==> config.mk <==
export PLATFORM = sky130hd
export DESIGN_NAME = mii_mgmt_slave
export DESIGN_NICKNAME = d
export VERILOG_FILES = /design/src/rtl/mii_mgmt_pkg.sv /design/src/rtl/mdc_rise_detect.sv /design/src/rtl/mii_frame_shifter.sv /design/src/rtl/mii_reg_bank.sv /design/src/rtl/mii_mgmt_slave.sv
export SDC_FILE = /design/constraint.sdc
export NUM_CORES = 1
export LEC_CHECK = 0
export ABC_AREA = 1
export BUFFER_PORTS_ARGS = -buffer_cell sky130_fd_sc_hd__clkbuf_2
export CAP_MARGIN = 20
export CORE_ASPECT_RATIO = 1.2
export CORE_MARGIN = 3
export CORE_UTILIZATION = 58
export CTS_CLUSTER_DIAMETER = 30
export CTS_CLUSTER_SIZE = 30
export DETAILED_ROUTE_END_ITERATION = 10
export PLACE_DENSITY = 0.84
export SYNTH_ARGS = -nofsm -noshare
export SYNTH_HDL_FRONTEND = slang
export SYNTH_SLANG_ARGS = --single-unit
export TNS_END_PERCENT = 10
==> constraint.sdc <==
create_clock -name clk -period 2 [get_ports clk]
set_input_delay 0.2 -clock clk [delete_from_list [all_inputs] [get_ports clk]]
set_output_delay 0.2 -clock clk [all_outputs]
set_load 0.01 [all_outputs]
==> src/rtl/mii_mgmt_pkg.sv <==
// Shared constants, register defaults and write masks for the management target.
package mii_mgmt_pkg;

    localparam int DATA_W  = 16;
    localparam int REG_CNT = 32;
    localparam int ADDR_W  = $clog2(REG_CNT);
    localparam int PHY_W   = 5;
    localparam int OP_W    = 4;

    localparam logic [OP_W-1:0] OP_READ  = 4'b0110;
    localparam logic [OP_W-1:0] OP_WRITE = 4'b0101;

    // Write request handed from the frame shifter to the register bank.
    typedef struct packed {
        logic              en;
        logic [PHY_W-1:0]  phy;
        logic [ADDR_W-1:0] addr;
        logic [DATA_W-1:0] data;
    } wr_req_t;

    // Value a register takes at reset.
    function automatic logic [DATA_W-1:0] reg_reset(input int idx);
        case (idx)
            0:       return 16'h3100;
            1:       return 16'hF02C;
            2:       return 16'h7810;
            4:       return 16'h0501;
            5:       return 16'h4181;
            16:      return 16'h0003;
            18:      return 16'h0001;
            default: return '0;
        endcase
    endfunction

    // Bits of a register that a write may change.
    function automatic logic [DATA_W-1:0] reg_wmask(input int idx);
        if (idx == 4)                          return 16'hC01F;
        if (idx == 16)                         return 16'h0FFF;
        if ((idx >= 1 && idx <= 3) || idx == 5 || idx == 6) return 16'hFFFF;
        if (idx >= 18 && idx <= 25)            return 16'hFFFF;
        return '0;
    endfunction

endpackage

==> src/rtl/mdc_rise_detect.sv <==
// Detects a 0-to-1 change of the software-driven MDC bit.
// Assumes mdc_i is already synchronous to clk (written by a register).
module mdc_rise_detect (
    input  logic clk,
    input  logic rst_n,
    input  logic mdc_i,
    output logic rise_o
);

    logic mdc_q;

    // Remember last MDC value.
    always_ff @(posedge clk) begin
        if (!rst_n) mdc_q <= 1'b0;
        else        mdc_q <= mdc_i;
    end

    assign rise_o = mdc_i & ~mdc_q;

endmodule

==> src/rtl/mii_frame_shifter.sv <==
// Shift word, bit counter and frame decode for the management link.
// Assumes one rise_i pulse per MDC rising edge. Read data arrives
// combinationally from the register bank for the addressed header.
module mii_frame_shifter
    import mii_mgmt_pkg::*;
#(
    parameter int WORD_W = 32
) (
    input  logic              clk,
    input  logic              rst_n,
    input  logic              rise_i,
    input  logic              mdo_i,
    input  logic              rd_dir_i,
    output logic [PHY_W-1:0]  rd_phy_o,
    output logic [ADDR_W-1:0] rd_addr_o,
    input  logic [DATA_W-1:0] rd_data_i,
    output wr_req_t           wr_o,
    output logic              mdi_o
);

    localparam int HALF  = WORD_W / 2;
    localparam int CNT_W = $clog2(WORD_W + 1);
    localparam logic [CNT_W-1:0] CNT_HALF = CNT_W'(HALF);
    localparam logic [CNT_W-1:0] CNT_FULL = CNT_W'(WORD_W);

    logic [WORD_W-1:0] word_q;
    logic [CNT_W-1:0]  cnt_q;
    logic              mdi_q;

    logic [CNT_W-1:0]  cnt_inc;
    logic              in_bit;
    logic [WORD_W-1:0] word_sh;
    logic              all_ones;
    logic              hdr_read;
    logic              at_full;

    // Next count, next shifted word and decode qualifiers.
    always_comb begin
        cnt_inc  = cnt_q + 1'b1;
        in_bit   = mdo_i & ((cnt_inc < CNT_HALF) | ~rd_dir_i);
        word_sh  = {word_q[WORD_W-2:0], in_bit};
        all_ones = &word_sh;
        at_full  = (cnt_inc == CNT_FULL);
        hdr_read = (cnt_inc == CNT_HALF) && (word_sh[HALF-1 -: OP_W] == OP_READ);
    end

    assign rd_phy_o  = word_sh[HALF-OP_W-1 -: PHY_W];
    assign rd_addr_o = word_sh[HALF-OP_W-PHY_W-1 -: ADDR_W];

    // Write request presented for the rising edge that completes a frame.
    always_comb begin
        wr_o.en   = rise_i & ~all_ones & at_full &
                    (word_sh[WORD_W-1 -: OP_W] == OP_WRITE);
        wr_o.phy  = word_sh[WORD_W-OP_W-1 -: PHY_W];
        wr_o.addr = word_sh[WORD_W-OP_W-PHY_W-1 -: ADDR_W];
        wr_o.data = word_sh[DATA_W-1:0];
    end

    // Advance count and word once per MDC rising edge.
    always_ff @(posedge clk) begin
        if (!rst_n) begin
            cnt_q  <= '0;
            word_q <= '0;
        end else if (rise_i) begin
            if (all_ones || at_full) cnt_q <= '0;
            else                     cnt_q <= cnt_inc;
            if (!all_ones && hdr_read)
                word_q <= {{(WORD_W-DATA_W){1'b0}}, rd_data_i};
            else
                word_q <= word_sh;
        end
    end

    // Drive read data bit in read direction from mid-frame on.
    always_ff @(posedge clk) begin
        if (!rst_n)
            mdi_q <= 1'b0;
        else if (rise_i && rd_dir_i && (cnt_inc >= CNT_HALF))
            mdi_q <= word_sh[HALF-1];
    end

    assign mdi_o = mdi_q;

    a_r1_no_edge_hold: assert property (@(posedge clk) disable iff (!rst_n)
        !rise_i |=> ($stable(cnt_q) && $stable(word_q)));

    a_r8_count_below_full: assert property (@(posedge clk) disable iff (!rst_n)
        cnt_q < CNT_FULL);

    a_r10_mdi_hold: assert property (@(posedge clk) disable iff (!rst_n)
        !(rise_i && rd_dir_i) |=> $stable(mdi_q));

    a_r7_preamble_clears: assert property (@(posedge clk) disable iff (!rst_n)
        (rise_i && all_ones) |=> (cnt_q == '0));

endmodule

==> src/rtl/mii_reg_bank.sv <==
// Register bank answering at one PHY address. Reads are combinational.
// A write keeps the bits outside each register's fixed mask.
module mii_reg_bank
    import mii_mgmt_pkg::*;
#(
    parameter int PHY_ADDR = 1
) (
    input  logic              clk,
    input  logic              rst_n,
    input  logic [PHY_W-1:0]  rd_phy_i,
    input  logic [ADDR_W-1:0] rd_addr_i,
    output logic [DATA_W-1:0] rd_data_o,
    input  wr_req_t           wr_i
);

    localparam logic [PHY_W-1:0] PHY_SEL = PHY_W'(PHY_ADDR);

    logic [REG_CNT-1:0][DATA_W-1:0] regs;
    logic wr_hit;

    assign wr_hit    = wr_i.en && (wr_i.phy == PHY_SEL);
    assign rd_data_o = (rd_phy_i == PHY_SEL) ? regs[rd_addr_i] : '0;

    for (genvar g = 0; g < REG_CNT; g++) begin : g_reg
        localparam logic [DATA_W-1:0] G_RST  = reg_reset(g);
        localparam logic [DATA_W-1:0] G_MASK = reg_wmask(g);

        // Load default or merge masked write data.
        always_ff @(posedge clk) begin
            if (!rst_n)
                regs[g] <= G_RST;
            else if (wr_hit && (wr_i.addr == ADDR_W'(g)))
                regs[g] <= (regs[g] & ~G_MASK) | (wr_i.data & G_MASK);
        end

        a_r5_readonly_bits: assert property (@(posedge clk) disable iff (!rst_n)
            1'b1 |=> ((regs[g] & ~G_MASK) == (G_RST & ~G_MASK)));
    end

    a_r6_foreign_write: assert property (@(posedge clk) disable iff (!rst_n)
        (wr_i.en && wr_i.phy != PHY_SEL) |=> $stable(regs));

    a_r6_foreign_read: assert property (@(posedge clk) disable iff (!rst_n)
        (rd_phy_i != PHY_SEL) |-> (rd_data_o == '0));

endmodule

==> src/rtl/mii_mgmt_slave.sv <==
// Top of the management target: edge detect, frame shifter, register bank.
// Assumes software-driven MDC/MDO/direction bits synchronous to clk.
module mii_mgmt_slave
    import mii_mgmt_pkg::*;
#(
    parameter int PHY_ADDR = 1,
    parameter int WORD_W   = 32
) (
    input  logic clk,
    input  logic rst_n,
    input  logic mdc_i,
    input  logic mdo_i,
    input  logic rd_dir_i,
    output logic mdi_o
);

    logic              rise;
    logic [PHY_W-1:0]  rd_phy;
    logic [ADDR_W-1:0] rd_addr;
    logic [DATA_W-1:0] rd_data;
    wr_req_t           wr_req;

    mdc_rise_detect u_edge (
        .clk    (clk),
        .rst_n  (rst_n),
        .mdc_i  (mdc_i),
        .rise_o (rise)
    );

    mii_frame_shifter #(.WORD_W(WORD_W)) u_shift (
        .clk       (clk),
        .rst_n     (rst_n),
        .rise_i    (rise),
        .mdo_i     (mdo_i),
        .rd_dir_i  (rd_dir_i),
        .rd_phy_o  (rd_phy),
        .rd_addr_o (rd_addr),
        .rd_data_i (rd_data),
        .wr_o      (wr_req),
        .mdi_o     (mdi_o)
    );

    mii_reg_bank #(.PHY_ADDR(PHY_ADDR)) u_bank (
        .clk       (clk),
        .rst_n     (rst_n),
        .rd_phy_i  (rd_phy),
        .rd_addr_i (rd_addr),
        .rd_data_o (rd_data),
        .wr_i      (wr_req)
    );

    a_r10_mdi_reset: assert property (@(posedge clk)
        $past(!rst_n) |-> (mdi_o == 1'b0));

endmodule

==> flow_summary.yaml <==
status:
  status: "finished with violations"
  violations: "negative setup slack"
route:
  via_per_inst: 5.52
  drtIter0Drc: 2058
  wl_per_cell_um: 16.3
  drc: 0
  routed_wl_mm: 41.4
  routed-via-count: 14007
  first_pass_iters: 8
  antenna_left: 0
cells_and_area:
  syn_to_final_growth_pct: 21.4
  nets: 2200
  drive_above_1_share: 0.136
  final_cells: 2537
  diodes: 0
timing:
  slew_viol_final: 0
  relSlewSlack: 0.409
  skew_ns: 0.0166
  setup_violations: 49
  fin_crit_ns: 2.07
  hold_viol_final: 0
  worst_slew_pin_slew_ns: 0.885
  tns_ns: -1.07
  rsz0062_at_grt: "true"
  clock.fmax_mhz: 484
  finalCritPeriodShare: 1.03
  finalWorstSetupSlack_ns: -0.0662
global_route:
  grt_pass1_wl_mm: 62.6
  antenna_found_initial: 0
  grtUsageTotal: 0.312
  grt_max_degree: 115
  first_global_vias: 12657
  grt-ovfl-total: 0
clocking:
  clock_sinks: 266
  h-tree-depth: 2
  cts_tree: "yes"
  clkSlewWorstSetupHoldPaths_ns: 0.05
  clockBufferDepth: 3
  cts_buffers: 44
  clk_latency_ns: 0.53
  cts-root-buf: "clkbuf_16"
setup_path:
  critPathKind: "flip-flop to flip-flop"
  cp.required_ns: 2.45
  critPathCaptureType: "flip-flop"
  arrival_ns: 2.51
  cp-start-kind: "flip-flop"
  critPathMaxFanout: 8
place:
  portBuffers: 5
  place_inst: 2432
  place.detailed.hpwl_mm: 23.4
  place.gp.congestion: 0.951
synthesis:
  synth.avg_cell_area_sq_um: 6.18
  syn_area_sq_um: 13400
  yosysWarnings: 0
  yosysSeqAreaShare: 0.398
  syn_nets: 2174
  synth.ff_latch_count: 266
  synth.distinct_cells: 34
  netlist_instances: 2167
  synth-edff-count: 0
  ys.flop_type: "dfxtp_1"
  async_reset_ff_frac: 0
floorplanning:
  dieArea_sq_um: 25000
  io-pin-count: 6
  rows: 60
  coreArea_sq_um: 22600
  die_w_um: 145
  die_h_um: 172
  initial_core_util: 0.593
power_and_ir_drop:
  p_leak_nw: 8.28
  power_mw: 14.1
  ir_worst_vdd_mv: 0.715
  pwr_density_cell_nw_per_um2: 866
job:
  drv_cap: 0
min_path:
  min_path_type: "primary input to flip-flop"
## sequential cells by signal, indices dropped and copies added, names as in the netlist
name / flops
u_bank.regs: 227
u_shift.word_q: 31
u_shift.cnt_q: 6
u_edge.mdc_q: 1
u_shift.mdi_o: 1
## what timing repair did
| item | in CTS | in global routing |
|---|---|---|
| pin swaps | 11 | 21 |
| hold buffers | 1 | 0 |
| resized for setup | 27 | 98 |
| setup endpoints to repair | 163 | 242 |
| buffers inserted | 6 | 8 |
| endpoints found under the hold margin | 1 | 0 |
| cloned | 4 | 6 |
## worst paths after layout
path	startpoint	to	slack (ns)	cells past startpoint
worst max-delay path	u_shift.cnt_q[0]$_SDFFE_PN0P_	u_bank.regs[345]$_SDFFE_PN0P_	-0.07	14
worst min-delay path	rd_dir_i	u_shift.mdi_o$_SDFFE_PN0P_	0.04	3
worst max register to register	u_shift.cnt_q[0]$_SDFFE_PN0P_	u_bank.regs[345]$_SDFFE_PN0P_	-0.07	14
worst min register to register	u_shift.mdi_o$_SDFFE_PN0P_	u_shift.mdi_o$_SDFFE_PN0P_	0.46	2
## layout by cell type (no fill, tap or decap), types with 6 or more instances in the layout
| cell type | instances |
|---|---|
| a21oi_1 | 84 |
| buf_12 | 24 |
| buf_4 | 71 |
| buf_6 | 17 |
| bufinv_16 | 6 |
| clkbuf_16 | 49 |
| clkinv_2 | 6 |
| clkinvlp_4 | 6 |
| dfxtp_1 | 258 |
| dfxtp_4 | 6 |
| inv_1 | 246 |
| inv_6 | 6 |
| nand2_1 | 647 |
| nand2_2 | 35 |
| nand2_4 | 8 |
| nand3_1 | 48 |
| nand3_2 | 7 |
| nand4_1 | 21 |
| nand4_4 | 10 |
| nor2_1 | 490 |
| nor2_2 | 17 |
| nor2_4 | 7 |
| nor3_1 | 6 |
| o211ai_1 | 8 |
| o21ai_0 | 72 |
| o22ai_1 | 17 |
## power by group
part | total [mW] | switching (mW) | internal [mW]
Sequential | 5.36 | 0.0294 | 5.33
Combinational | 0.952 | 0.688 | 0.263
Clock | 7.78 | 2.74 | 5.04
Total | 14.1 | 3.46 | 10.6
## metrics by stage
step	util	worst slack [ns]	cell area [sq um]	hold slack [ns]
after floorplan	-	0.0242	13400	0.293
after detailed placement	0.622	-0.0533	14100	0.401
after CTS	0.699	-0.0216	15800	0.00135
final	0.720	-0.0662	16300	0.0420
after global placement	0.622	0.0278	14100	0.398
after global routing	0.720	-0.181	16300	0.0668
## synthesized netlist by cell type, types with 8 or more instances
| master | count | area [sq um] |
|---|---|---|
| nand2_1 | 687 | 2580 |
| nor2_1 | 508 | 1910 |
| dfxtp_1 | 266 | 5330 |
| inv_1 | 248 | 931 |
| a21oi_1 | 84 | 420 |
| o21ai_0 | 77 | 385 |
| clkbuf_1 | 68 | 255 |
| nand3_1 | 54 | 270 |
| buf_2 | 40 | 200 |
| nand4_1 | 21 | 131 |
| o22ai_1 | 17 | 106 |
| buf_1 | 15 | 56.3 |
| buf_4 | 11 | 82.6 |
| nand4_4 | 10 | 213 |
| o211ai_1 | 8 | 60.1 |
## logic make-up after synthesis
family	Yosys count	share of synthesized area
flops	266	0.398
buf+inv	398	0.127
fa+ha+maj	2	0.00187
compound gates	201	0.0817
simple gates	1300	0.392
## worst max-delay path, cell delays in order (launching register included)
cell     delay [ns]
dfxtp_4        0.36
ha_4           0.17
inv_2          0.04
nand2_2        0.06
nand3_2        0.10
nor2_4         0.15
nand3_4        0.08
nor2_4         0.14
buf_12         0.14
nand4_1        0.12
buf_6          0.20
buf_12         0.16
nand2_2        0.05
nand2_1        0.04
nor2_1         0.15
## routing by layer
| layer | track usage | up-vias | wire, um |
|---|---|---|---|
| met5 | 0 | - | 0 |
| met4 | 0.146 | 0 | 2480 |
| met3 | 0.0614 | 229 | 4390 |
| met2 | 0.509 | 845 | 19100 |
| met1 | 0.396 | 6319 | 15500 |
| li1 | - | 6614 | - |
## cell type report
| class | count | area (sq um) |
|---|---|---|
| repair buffers | 125 | 1400 |
| flip-flops and latches | 266 | 5350 |
| clock buffers | 53 | 1190 |
| well taps | 310 | 388 |
| fillers | 1645 | 6330 |
| multi-input cells | 1504 | 6660 |
| inverters | 252 | 946 |
| clock inverters | 27 | 334 |
No activity file was read; power rests on OpenSTA's default activity.
